File: src/rtl/segx_pkg.sv
package segx_pkg;

  localparam int BASE_W    = 32;
  localparam int LIM_W     = 24;
  localparam int GRAN_SH   = 12;
  localparam int EXT_W     = LIM_W + GRAN_SH;
  localparam int LEGACY_SH = 4;
  localparam logic [LIM_W-1:0] LEGACY_LIM = 24'h00FFFF;

  // flag positions inside the second descriptor word
  localparam int D_RD = 24;
  localparam int D_WR = 25;
  localparam int D_EX = 26;
  localparam int D_DN = 27;
  localparam int D_GR = 28;

  typedef enum logic [1:0] {
    ACC_RD  = 2'd0,
    ACC_WR  = 2'd1,
    ACC_EX  = 2'd2,
    ACC_RSV = 2'd3
  } acc_kind_e;

  typedef struct packed {
    logic [BASE_W-1:0] base;
    logic [LIM_W-1:0]  limit;
    logic              rd;
    logic              wr;
    logic              ex;
    logic              dn;
    logic              gr;
  } shadow_t;

  function automatic shadow_t legacy_shadow(input logic [BASE_W-1:0] sel_ext);
    shadow_t s;
    s.base  = sel_ext << LEGACY_SH;
    s.limit = LEGACY_LIM;
    s.rd    = 1'b1;
    s.wr    = 1'b1;
    s.ex    = 1'b1;
    s.dn    = 1'b0;
    s.gr    = 1'b0;
    return s;
  endfunction

  function automatic shadow_t decode_desc(input logic [31:0] w_lo, input logic [31:0] w_hi);
    shadow_t s;
    s.base  = w_lo;
    s.limit = w_hi[LIM_W-1:0];
    s.rd    = w_hi[D_RD];
    s.wr    = w_hi[D_WR];
    s.ex    = w_hi[D_EX];
    s.dn    = w_hi[D_DN];
    s.gr    = w_hi[D_GR];
    return s;
  endfunction

endpackage

File: src/rtl/seg_shadow_file.sv
module seg_shadow_file
  import segx_pkg::*;
#(
  parameter int NSEG  = 6,
  parameter int IDX_W = 3,
  parameter int SEL_W = 16
) (
  input  logic             clk,
  input  logic             rst,
  input  logic             legacy_i,
  input  logic             wr_en_i,
  input  logic [IDX_W-1:0] wr_idx_i,
  input  logic [SEL_W-1:0] wr_sel_i,
  input  logic             commit_en_i,
  input  logic [IDX_W-1:0] commit_idx_i,
  input  shadow_t          commit_data_i,
  output logic [SEL_W-1:0] sel_o [NSEG],
  output shadow_t          shd_o [NSEG]
);

  logic [SEL_W-1:0] sel_q [NSEG];
  shadow_t          shd_q [NSEG];

  for (genvar g = 0; g < NSEG; g++) begin : g_seg
    logic hit_wr;
    logic hit_commit;
    assign hit_wr     = wr_en_i && (wr_idx_i == IDX_W'(g));
    assign hit_commit = commit_en_i && (commit_idx_i == IDX_W'(g));

    always_ff @(posedge clk) begin
      if (rst) begin
        sel_q[g] <= '0;
        shd_q[g] <= '0;
      end else begin
        if (hit_commit) begin
          shd_q[g] <= commit_data_i;
        end
        if (hit_wr) begin
          sel_q[g] <= wr_sel_i;
          if (legacy_i) begin
            shd_q[g] <= legacy_shadow(BASE_W'(wr_sel_i));
          end
        end
      end
    end

    assign sel_o[g] = sel_q[g];
    assign shd_o[g] = shd_q[g];
  end

endmodule

File: src/rtl/seg_fetch_engine.sv
module seg_fetch_engine
  import segx_pkg::*;
#(
  parameter int NSEG   = 6,
  parameter int IDX_W  = 3,
  parameter int SEL_W  = 16,
  parameter int AW     = 32,
  parameter int DW     = 32,
  parameter int PRIV_W = 2
) (
  input  logic             clk,
  input  logic             rst,
  input  logic             legacy_i,
  input  logic             wr_en_i,
  input  logic [IDX_W-1:0] wr_idx_i,
  input  logic [AW-1:0]    dt_base_i,
  input  logic [SEL_W-1:0] sel_i [NSEG],
  output logic             mem_rd_req_o,
  output logic [AW-1:0]    mem_rd_addr_o,
  input  logic             mem_rd_valid_i,
  input  logic [DW-1:0]    mem_rd_data_i,
  output logic             commit_en_o,
  output logic [IDX_W-1:0] commit_idx_o,
  output shadow_t          commit_data_o,
  output logic [NSEG-1:0]  seg_busy_o
);

  localparam int ENTRY_SH = 3;           // 8 bytes per descriptor
  localparam int WORD_B   = DW / 8;

  typedef enum logic [1:0] {F_IDLE, F_W0, F_W1} fstate_e;

  fstate_e          state_q;
  logic [NSEG-1:0]  pend_q, pend_d;
  logic [IDX_W-1:0] cur_q;
  logic             stale_q;
  logic [DW-1:0]    w0_q;
  logic             pick_vld;
  logic [IDX_W-1:0] pick_idx;
  logic             stale_set;

  // lowest pending segment wins
  always_comb begin
    pick_vld = 1'b0;
    pick_idx = '0;
    for (int i = NSEG - 1; i >= 0; i--) begin
      if (pend_q[i]) begin
        pick_vld = 1'b1;
        pick_idx = IDX_W'(i);
      end
    end
  end

  always_comb begin
    pend_d = pend_q;
    if (state_q == F_IDLE && pick_vld) begin
      pend_d[pick_idx] = 1'b0;
    end
    if (wr_en_i) begin
      pend_d[wr_idx_i] = !legacy_i;
    end
  end

  // a rewrite of the segment being fetched makes the fetch result obsolete
  always_comb begin
    stale_set = 1'b0;
    if (wr_en_i) begin
      if (state_q != F_IDLE && wr_idx_i == cur_q) begin
        stale_set = 1'b1;
      end
      if (state_q == F_IDLE && pick_vld && wr_idx_i == pick_idx) begin
        stale_set = 1'b1;
      end
    end
  end

  always_ff @(posedge clk) begin
    if (rst) begin
      state_q       <= F_IDLE;
      pend_q        <= '0;
      cur_q         <= '0;
      stale_q       <= 1'b0;
      w0_q          <= '0;
      mem_rd_req_o  <= 1'b0;
      mem_rd_addr_o <= '0;
      commit_en_o   <= 1'b0;
      commit_idx_o  <= '0;
      commit_data_o <= '0;
    end else begin
      pend_q       <= pend_d;
      mem_rd_req_o <= 1'b0;
      commit_en_o  <= 1'b0;
      case (state_q)
        F_IDLE: begin
          stale_q <= stale_set;
          if (pick_vld) begin
            mem_rd_req_o  <= 1'b1;
            mem_rd_addr_o <= dt_base_i +
                             (AW'(sel_i[pick_idx] >> PRIV_W) << ENTRY_SH);
            cur_q         <= pick_idx;
            state_q       <= F_W0;
          end
        end
        F_W0: begin
          stale_q <= stale_q | stale_set;
          if (mem_rd_valid_i) begin
            w0_q          <= mem_rd_data_i;
            mem_rd_req_o  <= 1'b1;
            mem_rd_addr_o <= mem_rd_addr_o + AW'(WORD_B);
            state_q       <= F_W1;
          end
        end
        F_W1: begin
          stale_q <= stale_q | stale_set;
          if (mem_rd_valid_i) begin
            commit_en_o   <= !(stale_q | stale_set);
            commit_idx_o  <= cur_q;
            commit_data_o <= decode_desc(w0_q, mem_rd_data_i);
            state_q       <= F_IDLE;
          end
        end
        default: state_q <= F_IDLE;
      endcase
    end
  end

  always_comb begin
    for (int i = 0; i < NSEG; i++) begin
      seg_busy_o[i] = pend_q[i]
                    | (state_q != F_IDLE && cur_q == IDX_W'(i))
                    | (commit_en_o && commit_idx_o == IDX_W'(i));
    end
  end

endmodule

File: src/rtl/seg_limit_check.sv
module seg_limit_check
  import segx_pkg::*;
#(
  parameter int NSEG  = 6,
  parameter int IDX_W = 3,
  parameter int AW    = 32
) (
  input  logic             clk,
  input  logic             rst,
  input  logic             accept_i,
  input  logic [IDX_W-1:0] seg_i,
  input  logic [AW-1:0]    off_i,
  input  logic [1:0]       kind_i,
  input  shadow_t          shd_i [NSEG],
  output logic             valid_o,
  output logic [AW-1:0]    addr_o,
  output logic             fault_o
);

  logic             seg_ok;
  logic [IDX_W-1:0] seg_safe;
  shadow_t          s;
  logic [EXT_W-1:0] eff_lim;
  logic [EXT_W-1:0] off_ext;
  logic             over;
  logic             lim_bad;
  logic             kind_bad;
  logic             fault_c;
  logic [AW-1:0]    lin;

  assign seg_ok   = (32'(seg_i) < NSEG);
  assign seg_safe = seg_ok ? seg_i : '0;
  assign s        = shd_i[seg_safe];

  assign eff_lim = s.gr ? {s.limit, {GRAN_SH{1'b1}}} : EXT_W'(s.limit);
  assign off_ext = EXT_W'(off_i);
  assign over    = off_ext > eff_lim;
  assign lim_bad = s.dn ? !over : over;

  always_comb begin
    case (acc_kind_e'(kind_i))
      ACC_RD:  kind_bad = !s.rd;
      ACC_WR:  kind_bad = !s.wr;
      ACC_EX:  kind_bad = !s.ex;
      default: kind_bad = 1'b1;
    endcase
  end

  assign fault_c = !seg_ok || lim_bad || kind_bad;
  assign lin     = s.base + off_i;

  always_ff @(posedge clk) begin
    if (rst) begin
      valid_o <= 1'b0;
      addr_o  <= '0;
      fault_o <= 1'b0;
    end else begin
      valid_o <= accept_i;
      if (accept_i) begin
        fault_o <= fault_c;
        addr_o  <= fault_c ? '0 : lin;
      end
    end
  end

endmodule

File: src/rtl/seg_xlate_unit.sv
module seg_xlate_unit
  import segx_pkg::*;
#(
  parameter int NSEG  = 6,
  parameter int SEL_W = 16,
  parameter int AW    = 32,
  parameter int DW    = 32,
  parameter int IDX_W = (NSEG > 1) ? $clog2(NSEG) : 1
) (
  input  logic             clk,
  input  logic             rst,
  input  logic             legacy_mode,
  input  logic [AW-1:0]    dt_base,
  input  logic             sel_wr_en,
  input  logic [IDX_W-1:0] sel_wr_idx,
  input  logic [SEL_W-1:0] sel_wr_data,
  output logic             mem_rd_req,
  output logic [AW-1:0]    mem_rd_addr,
  input  logic             mem_rd_valid,
  input  logic [DW-1:0]    mem_rd_data,
  input  logic             xl_req,
  input  logic [IDX_W-1:0] xl_seg,
  input  logic [AW-1:0]    xl_off,
  input  logic [1:0]       xl_kind,
  output logic             xl_ready,
  output logic             xl_valid,
  output logic [AW-1:0]    xl_addr,
  output logic             xl_fault,
  output logic             busy
);

  logic [SEL_W-1:0] sel_q [NSEG];
  shadow_t          shd_q [NSEG];
  logic             wr_ok;
  logic             commit_en;
  logic [IDX_W-1:0] commit_idx;
  shadow_t          commit_data;
  logic [NSEG-1:0]  seg_busy;
  logic             xl_in_range;

  assign wr_ok       = sel_wr_en && (32'(sel_wr_idx) < NSEG);
  assign xl_in_range = (32'(xl_seg) < NSEG);
  assign xl_ready    = xl_in_range ? !seg_busy[xl_seg] : 1'b1;
  assign busy        = |seg_busy;

  seg_shadow_file #(
    .NSEG (NSEG),
    .IDX_W(IDX_W),
    .SEL_W(SEL_W)
  ) shadow_i (
    .clk          (clk),
    .rst          (rst),
    .legacy_i     (legacy_mode),
    .wr_en_i      (wr_ok),
    .wr_idx_i     (sel_wr_idx),
    .wr_sel_i     (sel_wr_data),
    .commit_en_i  (commit_en),
    .commit_idx_i (commit_idx),
    .commit_data_i(commit_data),
    .sel_o        (sel_q),
    .shd_o        (shd_q)
  );

  seg_fetch_engine #(
    .NSEG (NSEG),
    .IDX_W(IDX_W),
    .SEL_W(SEL_W),
    .AW   (AW),
    .DW   (DW)
  ) fetch_i (
    .clk           (clk),
    .rst           (rst),
    .legacy_i      (legacy_mode),
    .wr_en_i       (wr_ok),
    .wr_idx_i      (sel_wr_idx),
    .dt_base_i     (dt_base),
    .sel_i         (sel_q),
    .mem_rd_req_o  (mem_rd_req),
    .mem_rd_addr_o (mem_rd_addr),
    .mem_rd_valid_i(mem_rd_valid),
    .mem_rd_data_i (mem_rd_data),
    .commit_en_o   (commit_en),
    .commit_idx_o  (commit_idx),
    .commit_data_o (commit_data),
    .seg_busy_o    (seg_busy)
  );

  seg_limit_check #(
    .NSEG (NSEG),
    .IDX_W(IDX_W),
    .AW   (AW)
  ) check_i (
    .clk     (clk),
    .rst     (rst),
    .accept_i(xl_req && xl_ready),
    .seg_i   (xl_seg),
    .off_i   (xl_off),
    .kind_i  (xl_kind),
    .shd_i   (shd_q),
    .valid_o (xl_valid),
    .addr_o  (xl_addr),
    .fault_o (xl_fault)
  );

endmodule

File: config.mk
export PLATFORM = sky130hd
export DESIGN_NAME = seg_xlate_unit
export DESIGN_NICKNAME = d
export VERILOG_FILES = /design/src/rtl/segx_pkg.sv /design/src/rtl/seg_shadow_file.sv /design/src/rtl/seg_fetch_engine.sv /design/src/rtl/seg_limit_check.sv /design/src/rtl/seg_xlate_unit.sv
export SDC_FILE = /design/constraint.sdc
export NUM_CORES = 1
export LEC_CHECK = 0
export BUFFER_PORTS_ARGS = -buffer_cell sky130_fd_sc_hd__buf_4
export CORE_ASPECT_RATIO = 1.75
export CORE_MARGIN = 1
export CORE_UTILIZATION = 36
export CTS_BUF_LIST = sky130_fd_sc_hd__clkbuf_16
export DETAILED_ROUTE_END_ITERATION = 6
export HOLD_SLACK_MARGIN = 0.02
export PLACE_DENSITY = 0.5
export REMOVE_ABC_BUFFERS = 1
export SLEW_MARGIN = 20
export SYNTH_ARGS = -nofsm -noshare
export SYNTH_HDL_FRONTEND = slang
export SYNTH_SLANG_ARGS = --single-unit
export TNS_END_PERCENT = 50
File: constraint.sdc
create_clock -name clk -period 5.5 [get_ports clk]
set_input_delay 1.1 -clock clk [delete_from_list [all_inputs] [get_ports clk]]
set_output_delay 1.1 -clock clk [all_outputs]
set_load 0.1 [all_outputs]
==> run_results.csv <==
group,metric,value,unit
outcome,outcome,"finished clean",
floorplan,chipWidth,226,um
power,ir_drop,0.246,mV
clock_network,cts_made_buffers,61,
drt,routed_via_density,5.63,
power,power.clock.fraction,0.364,
clock_network,root_buffer,"clkbuf_16",
floorplan,total_die_area,89000,um2
sta,fin_worst_skew,0.0342,ns
logic_synthesis,yosys-top-cells-count,"nand2_1 (538), edfxtp_1 (450), and2_1 (225)",
clock_network,cts_hold_repair.buffers,0,
sta,period_needed,5.00,ns
sta,fmax,200,MHz
sta,min_period_over_period,0.909,
finish,register_area,17000,um2
logic_synthesis,synthArstFlopShare,0,
drt,route.vias.total,24600,
placed_design,io_buffer_count,194,
logic_synthesis,synthesized_area_per_cell,10.4,um2
clock_network,clock_insertion_delay_worst_skew,0.67,ns
floorplan,die_height,394,um
floorplan,ioPinCount,195,
drt,wl_cell,26.0,um
drt,dr.pass1.iters,5,
sta,worst_slew_pin_slew,1.10,ns
logic_synthesis,synthMostInstantiatedCell,"nand2_1",
global_route,global_route_wire_length_before_repair,165,mm
placed_design,dpl_cells,4258,
clock_network,post_cts.repair.setup_buffers,0,
finish,multiInputGateArea,13700,um2
clock_network,clock_sinks,626,
power,static-leakage-power,14.2,nW
placed_design,gp_congestion,0.901,
critical_path,critical_path_arrival,5.53,ns
floorplan,rows,143,
power,share_comb_of_total_power,0.183,
drt,ant_nets,0,
logic_synthesis,synth_cell_types,77,
critical_path,timing.critical_path.required,6.03,ns
sta,timing.final.hold_violations,0,
placed_design,placed_area,34700,um2
global_route,grt_overall_usage,0.254,
floorplan,start_util,0.364,
clock_network,tritoncts,"done",
power,power_switching,3.57,mW
global_route,global_route.overflow_total,0,
logic_synthesis,post-synth-top-area-fraction,0.428,
critical_path,startpoint_type,"flop",
power,power_density,327,nW/um2
finish,layout.cell_area.non_filler,36700,um2
logic_synthesis,post_synth_instance_area,31600,um2
floorplan,core_area,86800,um2
clock_network,clock_tree.buffer_depth,3,
finish,finalCoreUtilization,0.423,
power,sw_frac_of_total,0.297,
drt,drt-total-wl,114,mm
drt,drt_iter0_markers,1796,
logic_synthesis,ys_dominant_reg_cell,"edfxtp_1",
global_route,number_of_antenna_violations_at_the_first_check_in_global_routing,1,
finish,antenna_cells,0,
job,cap_viol_max_count,0,
critical_path,timing.setup.critical_path_class,"flop to flop",
logic_synthesis,gate_count_after_technology_mapping,3025,
logic_synthesis,share_of_synthesized_area_occupied_by_flip_flops_and_latches,0.539,
sta,timing.max_slew.rel_slack,0.269,
logic_synthesis,yosys_register_bits,626,
finish,layout.cells.non_filler,4373,
clock_network,cts.reportedPaths.clkPinSlew,0.07,ns
finish,fillerInstances,8295,
sta,setup_slack,0.499,ns
sta,rsz_0062_raised_after_global_routing,"false",
logic_synthesis,synth-edff-count,450,
logic_synthesis,synth_warnings,0,
placed_design,dpl_hpwl,76.1,mm
min_path,worst_hold_path_type,"flop to flop",
power,total_power,12.0,mW
sta,count_of_endpoints_failing_setup_in_the_final_report,0,
drt,detail_route.drc_violations,0,
sta,final_max_slew_viol_count,0,
logic_synthesis,yosys.area.top_type,"edfxtp_1",
global_route,grt_start_max_net_pins,72,
finish,nets,3371,
power,cell_internal_pwr,8.44,mW
critical_path,end_kind,"flop",
power,seqPwrFrac,0.453,
finish,drive_gt1_frac,0.159,
critical_path,crit_fanout,12,
global_route,first_global_vias,24800,
clock_network,cts.repair.resized,0,
clock_network,clock_tree.htree_level_count,2,
placed_design,dp_slack,0.188,ns
logic_synthesis,yosys-top-cells-area,"edfxtp_1 (43%), dfxtp_1 (11%), nand2_1 (6.4%)",
finish,signed_area_change_from_the_synthesized_netlist_to_the_final_layout,16.3,%
placed cells by master, fill, tap and decap left out, drive strengths merged, types with 37 or more instances in the layout:
cell type and n:
o221ai 51, a21oi 188, ha 82, and2 226, edfxtp 450, inv 62, or2 56, clkbuf 66
nand2 538, nor2 126, a22o 88, and3 37, o211ai 50, buf 293, o21ai 67, mux2i 156
dfxtp 176, nand3 49
layer usage:
layer | routed length (um) | vias up | global-route usage
met5 | 13 | - | 0
met4 | 5750 | 2 | 0.123
met3 | 6390 | 241 | 0.0325
met2 | 59600 | 926 | 0.471
met1 | 41900 | 12200 | 0.282
li1 | - | 11300 | -
power by group through the flow:
stage	Combinational, mW	Sequential [mW]	Clock (mW)
finish	2.20	5.44	4.37
global route	2.35	5.47	4.61
CTS	2.21	5.44	4.45
detailed placement	2.20	5.54	0
global placement	2.18	5.53	0
floorplan	1.05	5.84	0
final timing paths:
path / from / end / slack (ns) / depth (start not counted)
setup / recovery: fetch_i.pend_q[3]$_SDFF_PP0_ / fetch_i.mem_rd_addr_o[17]$_SDFFE_PP0P_ / 0.50 / 19
hold / removal: fetch_i.stale_q$_SDFFE_PP0P_ / fetch_i.commit_en_o$_SDFF_PP0_ / 0.43 / 1
setup reg to reg: fetch_i.pend_q[3]$_SDFF_PP0_ / fetch_i.mem_rd_addr_o[17]$_SDFFE_PP0P_ / 0.50 / 19
hold reg to reg: fetch_i.stale_q$_SDFFE_PP0P_ / fetch_i.commit_en_o$_SDFF_PP0_ / 0.43 / 1
kinds of logic (layout without fill, tap and decap cells):
group | after synthesis | count (layout) | share of synthesized area
flip-flops | 626 | 626 | 0.539
AND/OR/NAND/NOR | 1161 | 1161 | 0.175
adder cells (fa/ha/maj) | 84 | 84 | 0.0338
XOR/XNOR | 48 | 48 | 0.0133
buffers and inverters | 272 | 460 | 0.0328
multiplexers | 189 | 189 | 0.0633
AO/OA/AOI/OAI | 645 | 645 | 0.142
metrics by stage:
stage	hold WS, ns	TNS [ns]
3_5_place_dp	0.406	0
3_3_place_gp	0.404	0
6_report	0.425	0
5_1_grt	0.453	0
2_1_floorplan	0.390	-265.60
4_1_cts	0.421	0
critical path, cell delays in order (launching register included):
cell and delay, ns:
dfxtp_1 0.44, a21oi_1 0.06, nor2_1 0.09, nor2_1 0.07, nor2_4 0.40, mux2_2 0.39
a21oi_1 0.17, a221oi_1 0.08, ha_1 0.21, inv_1 0.07, fa_1 0.17, nor2b_1 0.06
o21ai_0 0.22, a21boi_0 0.17, o41ai_1 0.41, o21ai_0 0.29, a211oi_1 0.85, buf_4 0.28
xor2_1 0.07, a2111oi_0 0.39
flip-flops by register name, summed over array words and instances, names as in the netlist, 2 cells and up:
| signal | count |
|---|---|
| fetch_i.mem_rd_addr_o | 32 |
| fetch_i.pend_q | 6 |
| shadow_i.shd_q | 366 |
| fetch_i.commit_data_o | 61 |
| fetch_i.state_q | 2 |
| fetch_i.w0_q | 32 |
| fetch_i.cur_q | 3 |
| fetch_i.commit_idx_o | 3 |
| shadow_i.sel_q | 84 |
| check_i.addr_o | 32 |
layout make-up:
type / instances / share of cell area
clock inverters: 49 / 0.0111
flip-flops and latches: 626 / 0.464
well taps: 1160 / 0.0395
clock buffers: 66 / 0.0450
inverters: 52 / 0.00531
repair buffers: 293 / 0.0635
multi-input cells: 2127 / 0.372
No activity file was read; power rests on OpenSTA's default activity.
